==> src/rtl/txw_pkg.sv <==
package txw_pkg;

  localparam int OWN_BIT    = 31;
  localparam int ERR_BIT    = 30;
  localparam int EOR_BIT    = 31;
  localparam int FIRST_BIT  = 29;
  localparam int LAST_BIT   = 28;
  localparam int LEN_W      = 11;
  localparam int DESC_BYTES = 16;

  typedef enum logic [2:0] {
    S_IDLE,
    S_RD_CTL,
    S_RD_LEN,
    S_RD_BUF,
    S_RD_DATA,
    S_EMIT,
    S_WB
  } walk_state_e;

  typedef struct packed {
    logic             eor;
    logic             first;
    logic             last;
    logic [LEN_W-1:0] len;
  } seg_info_t;

  function automatic seg_info_t seg_decode(input logic [31:0] w);
    seg_info_t s;
    s.eor   = w[EOR_BIT];
    s.first = w[FIRST_BIT];
    s.last  = w[LAST_BIT];
    s.len   = w[LEN_W-1:0];
    return s;
  endfunction

  function automatic logic seg_bad(input seg_info_t s, input logic addr_lsb,
                                   input int unsigned max_len);
    return (s.len == '0) || (32'(s.len) > max_len) || addr_lsb;
  endfunction

  function automatic logic [31:0] wb_word(input logic err);
    logic [31:0] w;
    w = '0;
    w[ERR_BIT] = err;
    return w;
  endfunction

  function automatic logic [7:0] lane_pick(input logic [31:0] w, input logic [1:0] off);
    return 8'(w >> {off, 3'b000});
  endfunction

endpackage

==> src/rtl/txw_ring_ptr.sv <==
module txw_ring_ptr
  import txw_pkg::*;
#(
  parameter int AW = 32
) (
  input  logic          clk,
  input  logic          rst_n,
  input  logic          base_we,
  input  logic          poll_we,
  input  logic [AW-1:0] wdata,
  input  logic          eng_idle,
  input  logic          poll_take,
  input  logic          advance,
  input  logic          wrap_sel,
  output logic [AW-1:0] desc_addr,
  output logic          poll_pending
);

  localparam logic [AW-1:0] SLOT_MASK = AW'(DESC_BYTES - 1);
  localparam logic [AW-1:0] SLOT_STEP = AW'(DESC_BYTES);

  logic [AW-1:0] base_q;
  logic [AW-1:0] ptr_q;
  logic          pend_q;
  logic [AW-1:0] base_in;

  assign base_in = wdata & ~SLOT_MASK;

  always_ff @(posedge clk or negedge rst_n) begin
    if (!rst_n) begin
      base_q <= '0;
      ptr_q  <= '0;
      pend_q <= 1'b0;
    end else begin
      if (base_we) base_q <= base_in;
      if (advance)
        ptr_q <= wrap_sel ? base_q : ptr_q + SLOT_STEP;
      else if (base_we && eng_idle)
        ptr_q <= base_in;
      if (poll_we)        pend_q <= 1'b1;
      else if (poll_take) pend_q <= 1'b0;
    end
  end

  assign desc_addr    = ptr_q;
  assign poll_pending = pend_q;

endmodule

==> src/rtl/txw_lane.sv <==
module txw_lane
  import txw_pkg::*;
#(
  parameter int AW = 32
) (
  input  logic             clk,
  input  logic             rst_n,
  input  logic             start,
  input  logic [AW-1:0]    start_addr,
  input  logic [LEN_W-1:0] start_len,
  input  logic             word_ld,
  input  logic [31:0]      word_in,
  input  logic             step,
  output logic [7:0]       byte_out,
  output logic [AW-1:0]    fetch_addr,
  output logic             last_byte,
  output logic             word_end,
  output logic             at_head
);

  logic [AW-1:0]    addr_q;
  logic [LEN_W-1:0] left_q;
  logic [31:0]      word_q;
  logic             head_q;

  always_ff @(posedge clk or negedge rst_n) begin
    if (!rst_n) begin
      addr_q <= '0;
      left_q <= '0;
      word_q <= '0;
      head_q <= 1'b0;
    end else begin
      if (start) begin
        addr_q <= start_addr;
        left_q <= start_len;
        head_q <= 1'b1;
      end else if (step) begin
        addr_q <= addr_q + AW'(1);
        left_q <= left_q - LEN_W'(1);
        head_q <= 1'b0;
      end
      if (word_ld) word_q <= word_in;
    end
  end

  assign byte_out   = lane_pick(word_q, addr_q[1:0]);
  assign fetch_addr = {addr_q[AW-1:2], 2'b00};
  assign last_byte  = (left_q == LEN_W'(1));
  assign word_end   = (addr_q[1:0] == 2'b11);
  assign at_head    = head_q;

endmodule

==> src/rtl/txw_seq.sv <==
module txw_seq
  import txw_pkg::*;
#(
  parameter int AW      = 32,
  parameter int MAX_LEN = 1536
) (
  input  logic             clk,
  input  logic             rst_n,
  input  logic             poll_pending,
  input  logic [AW-1:0]    desc_addr,
  input  logic             mem_ack,
  input  logic [31:0]      mem_rdata,
  input  logic             tx_ready,
  input  logic [7:0]       lane_byte,
  input  logic [AW-1:0]    lane_addr,
  input  logic             lane_last,
  input  logic             lane_word_end,
  input  logic             lane_head,
  output logic             mem_req,
  output logic             mem_we,
  output logic [AW-1:0]    mem_addr,
  output logic [31:0]      mem_wdata,
  output logic             tx_valid,
  output logic [7:0]       tx_data,
  output logic             tx_sof,
  output logic             tx_eof,
  output logic             done_irq,
  output logic             eng_idle,
  output logic             poll_take,
  output logic             advance,
  output logic             wrap_sel,
  output logic             lane_start,
  output logic [LEN_W-1:0] lane_len,
  output logic             lane_word_ld,
  output logic             lane_step,
  output logic             wb_fire
);

  walk_state_e state_q, state_d;
  seg_info_t   info_q;
  logic        err_q;
  logic        irq_q;
  logic        reject;

  assign reject = seg_bad(info_q, mem_rdata[0], MAX_LEN);

  always_comb begin
    state_d      = state_q;
    mem_req      = 1'b0;
    mem_we       = 1'b0;
    mem_addr     = '0;
    mem_wdata    = '0;
    tx_valid     = 1'b0;
    eng_idle     = 1'b0;
    poll_take    = 1'b0;
    advance      = 1'b0;
    lane_start   = 1'b0;
    lane_word_ld = 1'b0;
    lane_step    = 1'b0;
    wb_fire      = 1'b0;
    unique case (state_q)
      S_IDLE: begin
        eng_idle = 1'b1;
        if (poll_pending) begin
          poll_take = 1'b1;
          state_d   = S_RD_CTL;
        end
      end
      S_RD_CTL: begin
        mem_req  = 1'b1;
        mem_addr = desc_addr;
        if (mem_ack) state_d = mem_rdata[OWN_BIT] ? S_RD_LEN : S_IDLE;
      end
      S_RD_LEN: begin
        mem_req  = 1'b1;
        mem_addr = desc_addr + AW'(4);
        if (mem_ack) state_d = S_RD_BUF;
      end
      S_RD_BUF: begin
        mem_req  = 1'b1;
        mem_addr = desc_addr + AW'(8);
        if (mem_ack) begin
          if (reject) state_d = S_WB;
          else begin
            lane_start = 1'b1;
            state_d    = S_RD_DATA;
          end
        end
      end
      S_RD_DATA: begin
        mem_req  = 1'b1;
        mem_addr = lane_addr;
        if (mem_ack) begin
          lane_word_ld = 1'b1;
          state_d      = S_EMIT;
        end
      end
      S_EMIT: begin
        tx_valid = 1'b1;
        if (tx_ready) begin
          lane_step = 1'b1;
          if (lane_last)          state_d = S_WB;
          else if (lane_word_end) state_d = S_RD_DATA;
        end
      end
      S_WB: begin
        mem_req   = 1'b1;
        mem_we    = 1'b1;
        mem_addr  = desc_addr;
        mem_wdata = wb_word(err_q);
        if (mem_ack) begin
          wb_fire = 1'b1;
          advance = 1'b1;
          state_d = S_RD_CTL;
        end
      end
      default: state_d = S_IDLE;
    endcase
  end

  always_ff @(posedge clk or negedge rst_n) begin
    if (!rst_n) begin
      state_q <= S_IDLE;
      info_q  <= '0;
      err_q   <= 1'b0;
      irq_q   <= 1'b0;
    end else begin
      state_q <= state_d;
      if (state_q == S_RD_LEN && mem_ack) info_q <= seg_decode(mem_rdata);
      if (state_q == S_RD_BUF && mem_ack) err_q <= reject;
      irq_q <= wb_fire && (info_q.last || err_q);
    end
  end

  assign wrap_sel = info_q.eor;
  assign lane_len = info_q.len;
  assign tx_data  = lane_byte;
  assign tx_sof   = tx_valid && lane_head && info_q.first;
  assign tx_eof   = tx_valid && lane_last && info_q.last;
  assign done_irq = irq_q;

endmodule

==> src/rtl/tx_desc_walker.sv <==
module tx_desc_walker
  import txw_pkg::*;
#(
  parameter int AW      = 32,
  parameter int MAX_LEN = 1536
) (
  input  logic          clk,
  input  logic          rst_n,
  input  logic          cfg_we,
  input  logic          cfg_sel,
  input  logic [AW-1:0] cfg_wdata,
  output logic          mem_req,
  output logic          mem_we,
  output logic [AW-1:0] mem_addr,
  output logic [31:0]   mem_wdata,
  input  logic          mem_ack,
  input  logic [31:0]   mem_rdata,
  output logic          tx_valid,
  output logic [7:0]    tx_data,
  output logic          tx_sof,
  output logic          tx_eof,
  input  logic          tx_ready,
  output logic          done_irq
);

  logic             eng_idle, poll_take, poll_pending, advance, wrap_sel;
  logic [AW-1:0]    desc_addr, lane_addr;
  logic             lane_start, lane_word_ld, lane_step;
  logic [LEN_W-1:0] lane_len;
  logic [7:0]       lane_byte;
  logic             lane_last, lane_word_end, lane_head;
  logic             wb_fire;

  txw_ring_ptr #(.AW(AW)) u_ptr (
    .clk          (clk),
    .rst_n        (rst_n),
    .base_we      (cfg_we && !cfg_sel),
    .poll_we      (cfg_we && cfg_sel),
    .wdata        (cfg_wdata),
    .eng_idle     (eng_idle),
    .poll_take    (poll_take),
    .advance      (advance),
    .wrap_sel     (wrap_sel),
    .desc_addr    (desc_addr),
    .poll_pending (poll_pending)
  );

  txw_lane #(.AW(AW)) u_lane (
    .clk        (clk),
    .rst_n      (rst_n),
    .start      (lane_start),
    .start_addr (mem_rdata[AW-1:0]),
    .start_len  (lane_len),
    .word_ld    (lane_word_ld),
    .word_in    (mem_rdata),
    .step       (lane_step),
    .byte_out   (lane_byte),
    .fetch_addr (lane_addr),
    .last_byte  (lane_last),
    .word_end   (lane_word_end),
    .at_head    (lane_head)
  );

  txw_seq #(.AW(AW), .MAX_LEN(MAX_LEN)) u_seq (
    .clk           (clk),
    .rst_n         (rst_n),
    .poll_pending  (poll_pending),
    .desc_addr     (desc_addr),
    .mem_ack       (mem_ack),
    .mem_rdata     (mem_rdata),
    .tx_ready      (tx_ready),
    .lane_byte     (lane_byte),
    .lane_addr     (lane_addr),
    .lane_last     (lane_last),
    .lane_word_end (lane_word_end),
    .lane_head     (lane_head),
    .mem_req       (mem_req),
    .mem_we        (mem_we),
    .mem_addr      (mem_addr),
    .mem_wdata     (mem_wdata),
    .tx_valid      (tx_valid),
    .tx_data       (tx_data),
    .tx_sof        (tx_sof),
    .tx_eof        (tx_eof),
    .done_irq      (done_irq),
    .eng_idle      (eng_idle),
    .poll_take     (poll_take),
    .advance       (advance),
    .wrap_sel      (wrap_sel),
    .lane_start    (lane_start),
    .lane_len      (lane_len),
    .lane_word_ld  (lane_word_ld),
    .lane_step     (lane_step),
    .wb_fire       (wb_fire)
  );

endmodule

==> config.mk <==
export PLATFORM = sky130hd
export DESIGN_NAME = tx_desc_walker
export DESIGN_NICKNAME = d
export VERILOG_FILES = /design/src/rtl/txw_pkg.sv /design/src/rtl/txw_ring_ptr.sv /design/src/rtl/txw_lane.sv /design/src/rtl/txw_seq.sv /design/src/rtl/tx_desc_walker.sv
export SDC_FILE = /design/constraint.sdc
export NUM_CORES = 1
export LEC_CHECK = 0
export BUFFER_PORTS_ARGS = -buffer_cell sky130_fd_sc_hd__buf_2
export CORE_ASPECT_RATIO = 0.75
export CORE_UTILIZATION = 49
export CTS_CLUSTER_SIZE = 30
export DETAILED_ROUTE_END_ITERATION = 10
export PLACE_DENSITY_LB_ADDON = 0.15
export SETUP_SLACK_MARGIN = 0.4
export SYNTH_ARGS = -nofsm -noshare
export SYNTH_HDL_FRONTEND = slang
export SYNTH_SLANG_ARGS = --single-unit
==> constraint.sdc <==
create_clock -name clk -period 3.7 [get_ports clk]
set_input_delay 0.74 -clock clk [delete_from_list [all_inputs] [get_ports clk]]
set_output_delay 0.74 -clock clk [all_outputs]
set_load 0.01 [all_outputs]
After elaboration in Yosys (flattened, before gate mapping). Cells that the tools add are included.

Flip-flop bits (word level): 156. Word-level logic and storage cells: 98.

Reductions and logical operators: 22. Multiplexer cells: 39. Shift operators: 1. Equality and inequality tests: 16. $lt $le $gt $ge: 1. Add/subtract/negate cells: 5.

Operators with widths (count): 2-to-1 mux 32 bit (5); one-hot mux 32 bit (4 select lines) (1); adder 32 x 1 -> 32 bit (second input constant) (1); adder 32 x 3 -> 32 bit (second input constant) (1); adder 32 x 4 -> 32 bit (second input constant) (1); adder 32 x 5 -> 32 bit (second input constant) (1); right shift 32 x 5 -> 8 bit (1); 2-to-1 mux 31 bit (1); 2-to-1 mux 3 bit (9); 2-to-1 mux 11 bit (2); one-hot mux 3 bit (7 select lines) (1); 2-to-1 mux 1 bit (18); inequality test 2 bit (second input constant) (7); equality test 11 x 1 -> 1 bit (second input constant) (1); greater-than comparator 11 bit (second input constant) (1); zero test 11 bit (1); subtractor 11 x 1 -> 11 bit (second input constant) (1); logical AND 1 bit (10); equality test 3 bit (second input constant) (3); AND reduction 8 bit (1); equality test 3 x 2 -> 1 bit (second input constant) (2); nonzero test 2 bit (3); OR reduction 5 bit (1); 2-to-1 mux 2 bit (2); other kinds (7) (9).

Depth between registers and ports, before layout. Gate-level depths: netlist (run 1).

Depth in word-level cells: 7. Gate-level depth with buffers: 8. Gate-level depth less buffers: 7.

Hierarchy. From an unflattened synthesis (run 1), not the netlist that was laid out.

Cells, all modules: 1092. Area total of the unflattened synthesis: 10256.1 µm².

By module, submodules not included: txw_lane (cells each 394, area an instance 4136.5 µm², instances 1); txw_ring_ptr (cells each 303, area an instance 3178.0 µm², instances 1); txw_seq (cells each 393, area an instance 2925.3 µm², instances 1); tx_desc_walker (cells each 2, area an instance 16.3 µm², instances 1).

Worst setup path after synthesis (run 1). No wires, ideal clock.

Kind: flip-flop to output port. From: reg u_seq.state_q[2]. To: out mem_addr[11]. Arrival time: 1719 ps. Cell stages (with the launch flop): 7. Buffers on the path: 4. Setup slack: 1241 ps. Cell sequence: dfrtp_1 buf_2 clkbuf_1 and2_1 clkbuf_1 clkbuf_1 a22o_1.

Longest elaborated chain between the ends: 3. Elaborated cells on any way between the ends: 7. Classes of those cells: eq/ne (5); mux (1); reduce/logical (1).

Ends and longest elaborated chain: from (decl) (RTL line txw_seq.sv:39) `walk_state_e state_q, state_d;`; from (signal assigned) (RTL line txw_seq.sv:128) `state_q <= state_d;`; equality test 3 x 1 -> 1 bit / equality test 3 bit (equally long branches) (RTL line txw_seq.sv:61) `unique case (state_q)`; OR reduction 2 bit (no source line); one-hot mux 32 bit (4 select lines) * (RTL line txw_seq.sv:61); to (decl) (RTL line tx_desc_walker.sv:14) `output logic [AW-1:0] mem_addr,`.

Mark *: on every way between the ends. The rest lies on a longest branch, timed or not.

Worst setup path after layout (run 1).
From: reg u_seq.state_q[0]. To: out mem_addr[3].

The elaborated chain is that of the path after synthesis.

==> impl_metrics.yaml, run 1 <==
clock_network:
  cts_root_buf: "clkbuf_16"
  cts.sinks: 152
  clkSlewWorstSetupHoldPaths_ns: 0.06
  cts_inserted_buffers: 17
  clock_latency_ns: 0.43
  postCtsSetupRepairBufs: 0
  cts_tree: "yes"
  hold_buffers: 0
  clockBufferDepth: 2
  cts_resized: 0
  cts_htree_levels: 4
final_layout:
  drive_above_1_share_pct: 27.9
  diodes: 0
  fillers: 1395
  synthToLayoutAreaGrowth_pct: 15.6
  fin_cells: 1107
  final_common_cell: "dfrtp_1"
  final_cell_mix: "dfrtp_1, buf_2, mux2_2"
  finalNetCount: 958
setup_path:
  startpoint_type: "flop"
  crit_type: "flop to output pin"
  cpMaxStageDelayCell: "dfrtp_1"
  critPathMaxStageDelay_ns: 0.58
  crit_chain: "nor2_1, and2_1, buf_4, nand2_1, o21ai_0, buf_2"
  critPathTopFamily: "flip-flops"
  cp-end-kind: "output pin"
  critPathMaxFanout: 29
  cp.required_ns: 2.96
  critical_path_buf_inv_count: 2
  arrival_ns: 2.16
pwr:
  p_clk_share_pct: 23.7
  power_density_nw_per_um2: 832
  p_int_mw: 4.96
  swShare_pct: 37.7
  p_total_mw: 7.96
  netSwitchingPower_mw: 3.00
  p_seq_share_pct: 41.3
  ir_worst_vdd_mv: 0.391
  p_comb_share_pct: 35.0
  leakage_nw: 4.23
sta:
  finClkSkew_ns: 0.0108
  drv_slew: 0
  tightest_slew_ns: 0.943
  hold_violations: 0
  tns_ns: 0
  max-slew-margin-rel_pct: 36.6
  finalCriticalPeriod_ns: 2.90
  setup_viol_count_final: 0
  rsz0062_at_grt: "false"
  fmax_ghz: 0.345
  layout_setup_ws_ns: 0.804
  finalCritPeriodShare_pct: 78.3
yosys:
  async_flop_share_pct: 100
  ys.warnings.count: 0
  synth-seq-area-share_pct: 45.9
  synth_top_area_share_pct: 45.9
  yosysTopAreaCell: "dfrtp_1"
  yosysUniqueCellTypes: 50
  synth_edf_count: 0
  avgSynthCellArea_um2: 10.5
  synth_area_leaders: "dfrtp_1, mux2_2, nand2_1, a22o_1, buf_4"
  netlist_instances: 789
  netlist_area_um2: 8280
  ys_ff_latch: 152
  ys.flop_type: "dfrtp_1"
placed_design:
  dp.cells: 1075
  gp_congestion: 0.868
  place_hpwl_um: 15800
  preCtsSetupSlack_ns: 1.15
  port_buffers: 110
floorplanning:
  die_h_um: 115
  coreArea_um2: 16300
  die_area_um2: 17400
  initial_utilization_pct: 50.9
  dieWidth_um: 152
  fp-row-count: 40
  io_pins: 148
global_route:
  overflow: 0
  grt_max_degree: 89
  grt_pass1_wl_um: 36300
  grt_usage_pct: 27.1
  grt_pass1_vias: 6657
  antenna_found_initial: 0
routing:
  dr.pass1.iters: 8
  drtIter0Drc: 499
  wl_um: 22400
  ant_nets: 0
  num_vias: 6703
  wl_per_cell_um: 20.2
  drc: 20
  viasPerCell: 6.06
run:
  maxCapViolations: 0
run_status:
  status: "finished with violations"
  violations: "design-rule violations"
hold_path:
  hp-class: "input port to async pin"
==> cells in the mapped netlist (9+ instances only) <==
cell type / n
a22o_1: 29
nand3_1: 33
and3_1: 16
a221o_1: 9
xnor2_1: 16
nand4_1: 18
clkbuf_1: 33
nor3_1: 21
dfrtp_1: 152
inv_1: 9
nor2_1: 32
buf_4: 33
a21oi_1: 18
a211oi_1: 10
mux2_2: 77
buf_2: 9
nand2_1: 70
and4_1: 9
a221oi_1: 9
o22ai_1: 18
o21ai_0: 33
xor2_1: 28
mux2i_1: 19
==> sequential cells by signal (all words and copies together) (netlist names) <==
| name | cells |
|---|---|
| u_lane.word_q | 32 |
| u_seq.state_q | 3 |
| u_ptr.poll_pending | 1 |
| u_ptr.desc_addr | 28 |
| u_seq.done_irq | 1 |
| u_seq.lane_len | 11 |
| u_seq.wrap_sel | 1 |
| u_lane.left_q | 11 |
| u_lane.at_head | 1 |
| u_seq.info_q | 2 |
| u_ptr.base_q | 28 |
| u_seq.err_q | 1 |
| u_lane.addr_q | 32 |
==> power groups by stage <==
| stage | sequential (mW) | clock [mW] | combinational, mW |
|---|---|---|---|
| detailed placement | 3.28 | 0 | 2.77 |
| floorplan | 2.88 | 0 | 2.12 |
| global placement | 3.24 | 0 | 2.69 |
| finish | 3.29 | 1.89 | 2.79 |
| global route | 3.41 | 1.98 | 3.05 |
| CTS | 3.27 | 1.91 | 2.79 |
==> worst register-to-register path, stage by stage (launching register included) <==
cell and delay [ns]:
dfrtp_1 0.74, ha_1 0.29, nand4_1 0.17, nor4_2 0.74, nand3_1 0.20, xor2_1 0.22, o21ai_0 0.09
==> area by class of cell <==
cell class | instances | area [um2] | share of cell area, %
flip-flops and latches | 152 | 3800 | 39.7
repair buffers | 127 | 697 | 7.28
inverters | 9 | 33.8 | 0.353
well taps | 210 | 263 | 2.74
multi-input cells | 577 | 4140 | 43.2
clock buffers | 21 | 470 | 4.91
clock inverters | 11 | 170 | 1.78
==> metal layers <==
metal | up-vias | track usage (%) | routed length, um
met5 | - | 0 | 0
met4 | 0 | 7.41 | 250
met3 | 19 | 4.96 | 1300
met2 | 231 | 41.3 | 10200
met1 | 3403 | 39.7 | 10700
li1 | 3050 | - | -
==> stage by stage <==
stage,util [%],cell area [um2],hold slack [ns]
floorplan,-,8400,0.439
global placement,54.9,8930,0.459
detailed placement,54.9,8930,0.474
CTS,58.9,9570,0.316
global route,58.9,9570,0.335
finish,58.9,9570,0.294
==> cells by family (layout without fill, tap and decap cells) <==
kind of cell / count (synthesis) / after routing / share of synthesized area (%)
AND/OR/NAND/NOR: 243 / 243 / 15.5
flip-flops: 152 / 152 / 45.9
AO/OA/AOI/OAI: 149 / 149 / 12.5
multiplexers: 104 / 104 / 14.9
buffers and inverters: 92 / 168 / 5.83
XOR/XNOR: 44 / 44 / 4.65
adder cells (fa/ha/maj): 4 / 4 / 0.604
other: 1 / 33 / 0.0453
==> final timing paths <==
check / slack (ns) / depth (start not counted) / endpoint / from
min reg2reg: 0.48 / 2 / u_lane.at_head / u_lane.at_head
max reg2reg: 1.13 / 6 / u_lane.addr_q[30] / u_lane.addr_q[0]
max: 0.80 / 6 / mem_addr[3] / u_seq.state_q[0]
max in group asynchronous: 2.49 / 2 / u_lane.word_q[11] / rst_n
min in group clk: 0.48 / 2 / u_lane.at_head / u_lane.at_head
min: 0.29 / 1 / u_lane.word_q[22] / rst_n
No activity file was read; power rests on OpenSTA's default activity.
==> inputs of run 2 (changes only) <==
Clock period 3.7 ns to 2.5 ns, I/O delays scaled along.
==> run 2 against run 1 <==
  * The flow still finishes with violations (design-rule violations)
  * Routed wire length grew 4.5%
  * Clock power is 46% higher
  * Total power is 56% higher
  * Design area is 5.5% higher
  * Global-route usage rose by 0.64 points
  * Non-clock buffer count rose by 36
  * Final cell count increased by 3.3%
  * Critical path type unchanged
  * Largest cell class unchanged
  * Largest power group is now combinational logic
==> impl_metrics.yaml, run 2 (synthesized netlist as in run 1, its figures left out) <==
sta:
  layout_setup_ws_ns: 0.279
  rsz0062_at_grt: "true"
  whs_ns: 0.0331
  finClkSkew_ns: 0.00685
  finalCritPeriodShare_pct: 88.8
  fmax_ghz: 0.450
  hold_violations: 0
  tightest_slew_ns: 0.618
  finalCriticalPeriod_ns: 2.22
  max-slew-margin-rel_pct: 58.8
  setup_viol_count_final: 0
  drv_slew: 0
  tns_ns: 0
clock_network:
  clkSlewWorstSetupHoldPaths_ns: 0.06
  cts_tree: "yes"
  cts.sinks: 152
  cts_root_buf: "clkbuf_16"
  clock_latency_ns: 0.43
  hold_buffers: 0
  cts_htree_levels: 4
  clockBufferDepth: 2
  cts_inserted_buffers: 17
final_layout:
  diodes: 0
  final_cell_mix: "dfrtp_1, buf_2, mux2_2"
  fin_cells: 1143
  drive_above_1_share_pct: 34.3
  final_common_cell: "dfrtp_1"
  top_regs: "u_lane.addr_q: 32 flops, u_lane.word_q: 32 flops"
  synthToLayoutAreaGrowth_pct: 22.0
  finalNetCount: 994
routing:
  wl_um: 23400
  wl_per_cell_um: 20.5
  dr.pass1.iters: 8
  dr.max_layer_used: "met4"
  drt-met1-wl_um: 10900
  drc: 20
  num_vias: 6921
  drtIter0Drc: 495
  viasPerCell: 6.06
  wl_met2_um: 10500
  dr_wl_met3_um: 1560
  ant_nets: 0
setup_path:
  critPathMaxStageDelay_ns: 0.44
  critPathMaxFanout: 14
  crit_chain: "nor2_4, and2_4, buf_12, a22o_1, buf_2"
  crit_type: "flop to output pin"
  startpoint_type: "flop"
  cpMaxStageDelayCell: "dfrtp_2"
  r2r-start: "u_seq.state_q[0]"
  r2r_end: "u_lane.addr_q[31]"
  arrival_ns: 1.72
  critPathTopFamily: "flip-flops"
  reg2reg_depth: 6
  critical_path_buf_inv_count: 2
  ff2ff_setup_slack_ns: 0.40
  cp-end-kind: "output pin"
  cp.required_ns: 2.00
global_route:
  grt_pass1_vias: 6803
  overflow: 0
  grt_max_degree: 58
  antenna_found_initial: 0
  grt_usage_pct: 27.8
  grt_pass1_wl_um: 37100
placed_design:
  gp_congestion: 0.888
  preCtsSetupSlack_ns: 0.175
  dp.cells: 1091
  place_hpwl_um: 16300
  port_buffers: 110
floorplanning:
  coreArea_um2: 16300
  die_h_um: 115
  fp-row-count: 40
  io_pins: 148
  dieWidth_um: 152
  initial_utilization_pct: 50.9
  die_area_um2: 17400
pwr:
  ir_worst_vdd_mv: 0.735
  leakage_nw: 4.46
  power_density_nw_per_um2: 1230
run:
  maxCapViolations: 0
hold_path:
  hp-class: "input port to async pin"
run_status:
  status: "finished with violations"
  violations: "design-rule violations"
## run 2: cell count changes in the layout (fill, tap and decap cells not counted), moves of 5 or more
cell,previous run,this run
dfrtp_1,152,140
nand2_1,70,65
buf_6,1,14
buf_2,109,102
buf_4,16,40
dfrtp_2,0,12
## run 2: how the worst max path moves through the flow
stage / from / to / slack (ns) / cells past startpoint
global placement: u_seq.lane_len[2] / u_lane.addr_q[31] / 0.20 / 5
detailed placement: u_seq.lane_len[2] / u_lane.addr_q[31] / 0.17 / 5
floorplan: u_seq.lane_len[2] / u_lane.addr_q[31] / 0.38 / 6
CTS: u_seq.state_q[0] / mem_addr[8] / 0.29 / 5
global route: u_seq.state_q[0] / mem_addr[17] / 0.23 / 5
finish: u_seq.state_q[0] / mem_addr[17] / 0.28 / 5
## run 2: metrics by stage
stage / power [mW] / util (%) / instance area (um2)
finish: 12.4 / 62.1 / 10100
global route: 13.1 / 62.1 / 10100
CTS: 12.2 / 60.8 / 9890
detailed placement: 9.09 / 55.8 / 9080
global placement: 8.91 / 55.8 / 9080
floorplan: 7.41 / - / 8410
## run 2: cell type report
cell class | count | area (um2)
Clock buffer | 17 | 425
Sequential cell | 152 | 3820
Timing Repair Buffer | 163 | 1120
Multi-Input combinational cell | 577 | 4240
Clock inverter | 15 | 203
Fill cell | 1347 | 6170
Tap cell | 210 | 263
Inverter | 9 | 33.8
## run 2: worst register-to-register path, cell delays in order (launching register included)
cell and delay (ns):
dfrtp_2 0.42, buf_4 0.13, buf_4 0.12, nand4b_1 0.13
or4_4 0.60, mux2_2 0.30, a221o_1 0.29
## run 2: layer usage
layer,track usage [%],vias to the layer above
met5,0,-
met4,8.50,0
met3,5.56,35
met2,42.2,278
met1,40.1,3492
li1,-,3116
## run 2: where the power goes
group / switching (mW) / internal (mW) / total (mW)
logic: 2.36 / 2.52 / 4.88
clock network: 1.08 / 1.67 / 2.76
registers: 1.24 / 3.53 / 4.77
total: 4.68 / 7.72 / 12.4
## run 2: what timing repair did
item                                    CTS  global route
setup buffers                            11             6
pin swaps                                 7             5
cloned                                    1             2
endpoints found under the setup margin   83            85
gates resized for setup                  24            34
==> inputs of run 3 (changes only) <==
Settings changed: REMOVE_ABC_BUFFERS set to 1.
==> run 3 against run 2 <==
  * The flow still finishes with violations (design-rule violations)
  * Via count rose by 2.2%
  * First-iteration DRC count rose by 21%
  * Highest routed layer unchanged
  * Sequential share of layout area fell by 1.0 points
  * Critical path depth rose by 1
  * Critical path type unchanged
  * Clock skew rose by 0.0030 ns
  * Largest cell class unchanged
  * Core utilization rose by 1.6 points
  * Die area did not move
==> impl_metrics.yaml, run 3 (synthesized netlist as in run 1, its figures left out) <==
setup_path:
  crit_path_frequent_cell: "buf_6"
  cp.required_ns: 2.00
  cp-end-kind: "output pin"
  crit_type: "flop to output pin"
  crit_chain: "buf_6, a21oi_4, buf_6, clkbuf_16, a22o_1, buf_2"
  critPathMaxFanout: 7
  startpoint_type: "flop"
  arrival_ns: 1.81
  critPathMaxStageDelay_ns: 0.46
  cpMaxStageDelayCell: "dfrtp_2"
sta:
  max-slew-margin-rel_pct: 53.0
  drv_slew: 0
  tightest_slew_ns: 0.705
  fmax_ghz: 0.434
  hold_violations: 0
  finalCriticalPeriod_ns: 2.31
  setup_viol_count_final: 0
  finalCritPeriodShare_pct: 92.2
  rsz0062_at_grt: "true"
  finClkSkew_ns: 0.00981
  tns_ns: 0
final_layout:
  final_cell_mix: "dfrtp_1, buf_2, mux2_2"
  final_common_cell: "dfrtp_1"
  diodes: 0
  fillers: 1313
  finalNetCount: 1006
  post-route-cell-area_um2: 10400
  fin_cells: 1155
  drive_above_1_share_pct: 35.7
  top_regs: "u_lane.addr_q: 32 flops, u_lane.word_q: 32 flops"
  synthToLayoutAreaGrowth_pct: 25.1
  seq_area_um2: 3810
  multiInputGateArea_um2: 4320
clock_network:
  hold_buffers: 0
  cts_root_buf: "clkbuf_16"
  cts_htree_levels: 4
  cts_inserted_buffers: 17
  clkSlewWorstSetupHoldPaths_ns: 0.06
  clockBufferDepth: 2
  clock_latency_ns: 0.44
  cts.sinks: 152
  cts_tree: "yes"
routing:
  num_vias: 7070
  wl_per_cell_um: 21.4
  drtIter0Drc: 601
  wl_um: 24700
  drc: 24
  dr.pass1.iters: 8
  ant_nets: 0
  viasPerCell: 6.12
pwr:
  ir_worst_vdd_mv: 0.627
  leakage_nw: 4.57
  power_density_nw_per_um2: 1230
global_route:
  grt_usage_pct: 28.2
  antenna_found_initial: 0
  grt_pass1_wl_um: 37300
  grt_pass1_vias: 6778
  grt_max_degree: 51
  overflow: 0
floorplanning:
  dieWidth_um: 152
  initial_utilization_pct: 50.9
  coreArea_um2: 16300
  fp-row-count: 40
  io_pins: 148
  die_area_um2: 17400
  die_h_um: 115
run_status:
  status: "finished with violations"
  violations: "design-rule violations"
placed_design:
  port_buffers: 110
  placed_area_um2: 9080
  gp_congestion: 0.878
  place_hpwl_um: 16400
  dp.cells: 1092
hold_path:
  hp-class: "input port to async pin"
run:
  maxCapViolations: 0
-- run 3: cell types whose count changed in the layout (fill, tap and decap cells not counted), moves of 3 or more --
cell       delta
dfrtp_1       +6
dfrtp_2       -6
buf_6         +5
nand3_1       -5
clkbuf_16     +4
nand3_2       +4
buf_2         -3
nor3_2        +3
-- run 3: worst paths after layout --
kind	slack, ns	end	startpoint	depth (start not counted)
max in group asynchronous	1.75	u_lane.word_q[27]	rst_n	2
hold reg to reg	0.47	u_lane.at_head	u_lane.at_head	2
hold / removal	0.008	u_ptr.base_q[8]	rst_n	1
setup / recovery	0.19	mem_addr[9]	u_seq.state_q[0]	6
min in group clk	0.31	u_lane.addr_q[30]	mem_rdata[30]	3
setup reg to reg	0.33	u_lane.addr_q[31]	u_seq.lane_len[2]	5
-- run 3: layout make-up --
cell class	instances	area share (%)
Clock inverter	12	1.22
Inverter	9	0.326
Clock buffer	20	4.41
Sequential cell	152	36.8
Timing Repair Buffer	175	13.0
Multi-Input combinational cell	577	41.7
Tap cell	210	2.54
-- run 3: critical path, delay by kind of cell (launching register included) --
family | cells | cell delay [ns]
compound gates | 2 | 0.31
flops | 1 | 0.46
buf+inv | 4 | 0.60
-- run 3: metal layers --
metal	wire, um	part of all wire (%)	up-vias	GRT usage [%]
met4	327	1.3	0	7.01
li1	-	-	3146	-
met2	11000	45	366	43.3
met5	0	0	-	0
met3	2410	9.8	35	7.04
met1	11000	44	3523	40.2
-- run 3: power by group --
part           internal [mW]  switching, mW  total [mW]  leakage [nW]
Combinational           2.85           2.54        5.38          2.47
Sequential              3.52           1.32        4.84          1.83
Clock                   1.51           1.05        2.56         0.274
Total                   7.88           4.91        12.8          4.57
-- run 3: per-stage QoR --
| step | hold slack (ns) | setup WS [ns] | total power, mW | util [%] |
|---|---|---|---|---|
| finish | 0.00849 | 0.194 | 12.8 | 63.7 |
| global route | 0.0422 | 0.154 | 13.4 | 63.7 |
| CTS | 0.0190 | 0.240 | 12.2 | 61.2 |
| detailed placement | 0.472 | 0.205 | 9.07 | 55.9 |
| global placement | 0.455 | 0.283 | 8.88 | 55.9 |
| floorplan | 0.204 | -1.60 | 7.27 | - |
-- run 3: what timing repair did --
action	in CTS	in global routing
buffers inserted	13	10
gates cloned	3	5
pin swaps	4	17
resized for setup	31	48
endpoints found under the setup margin	70	100
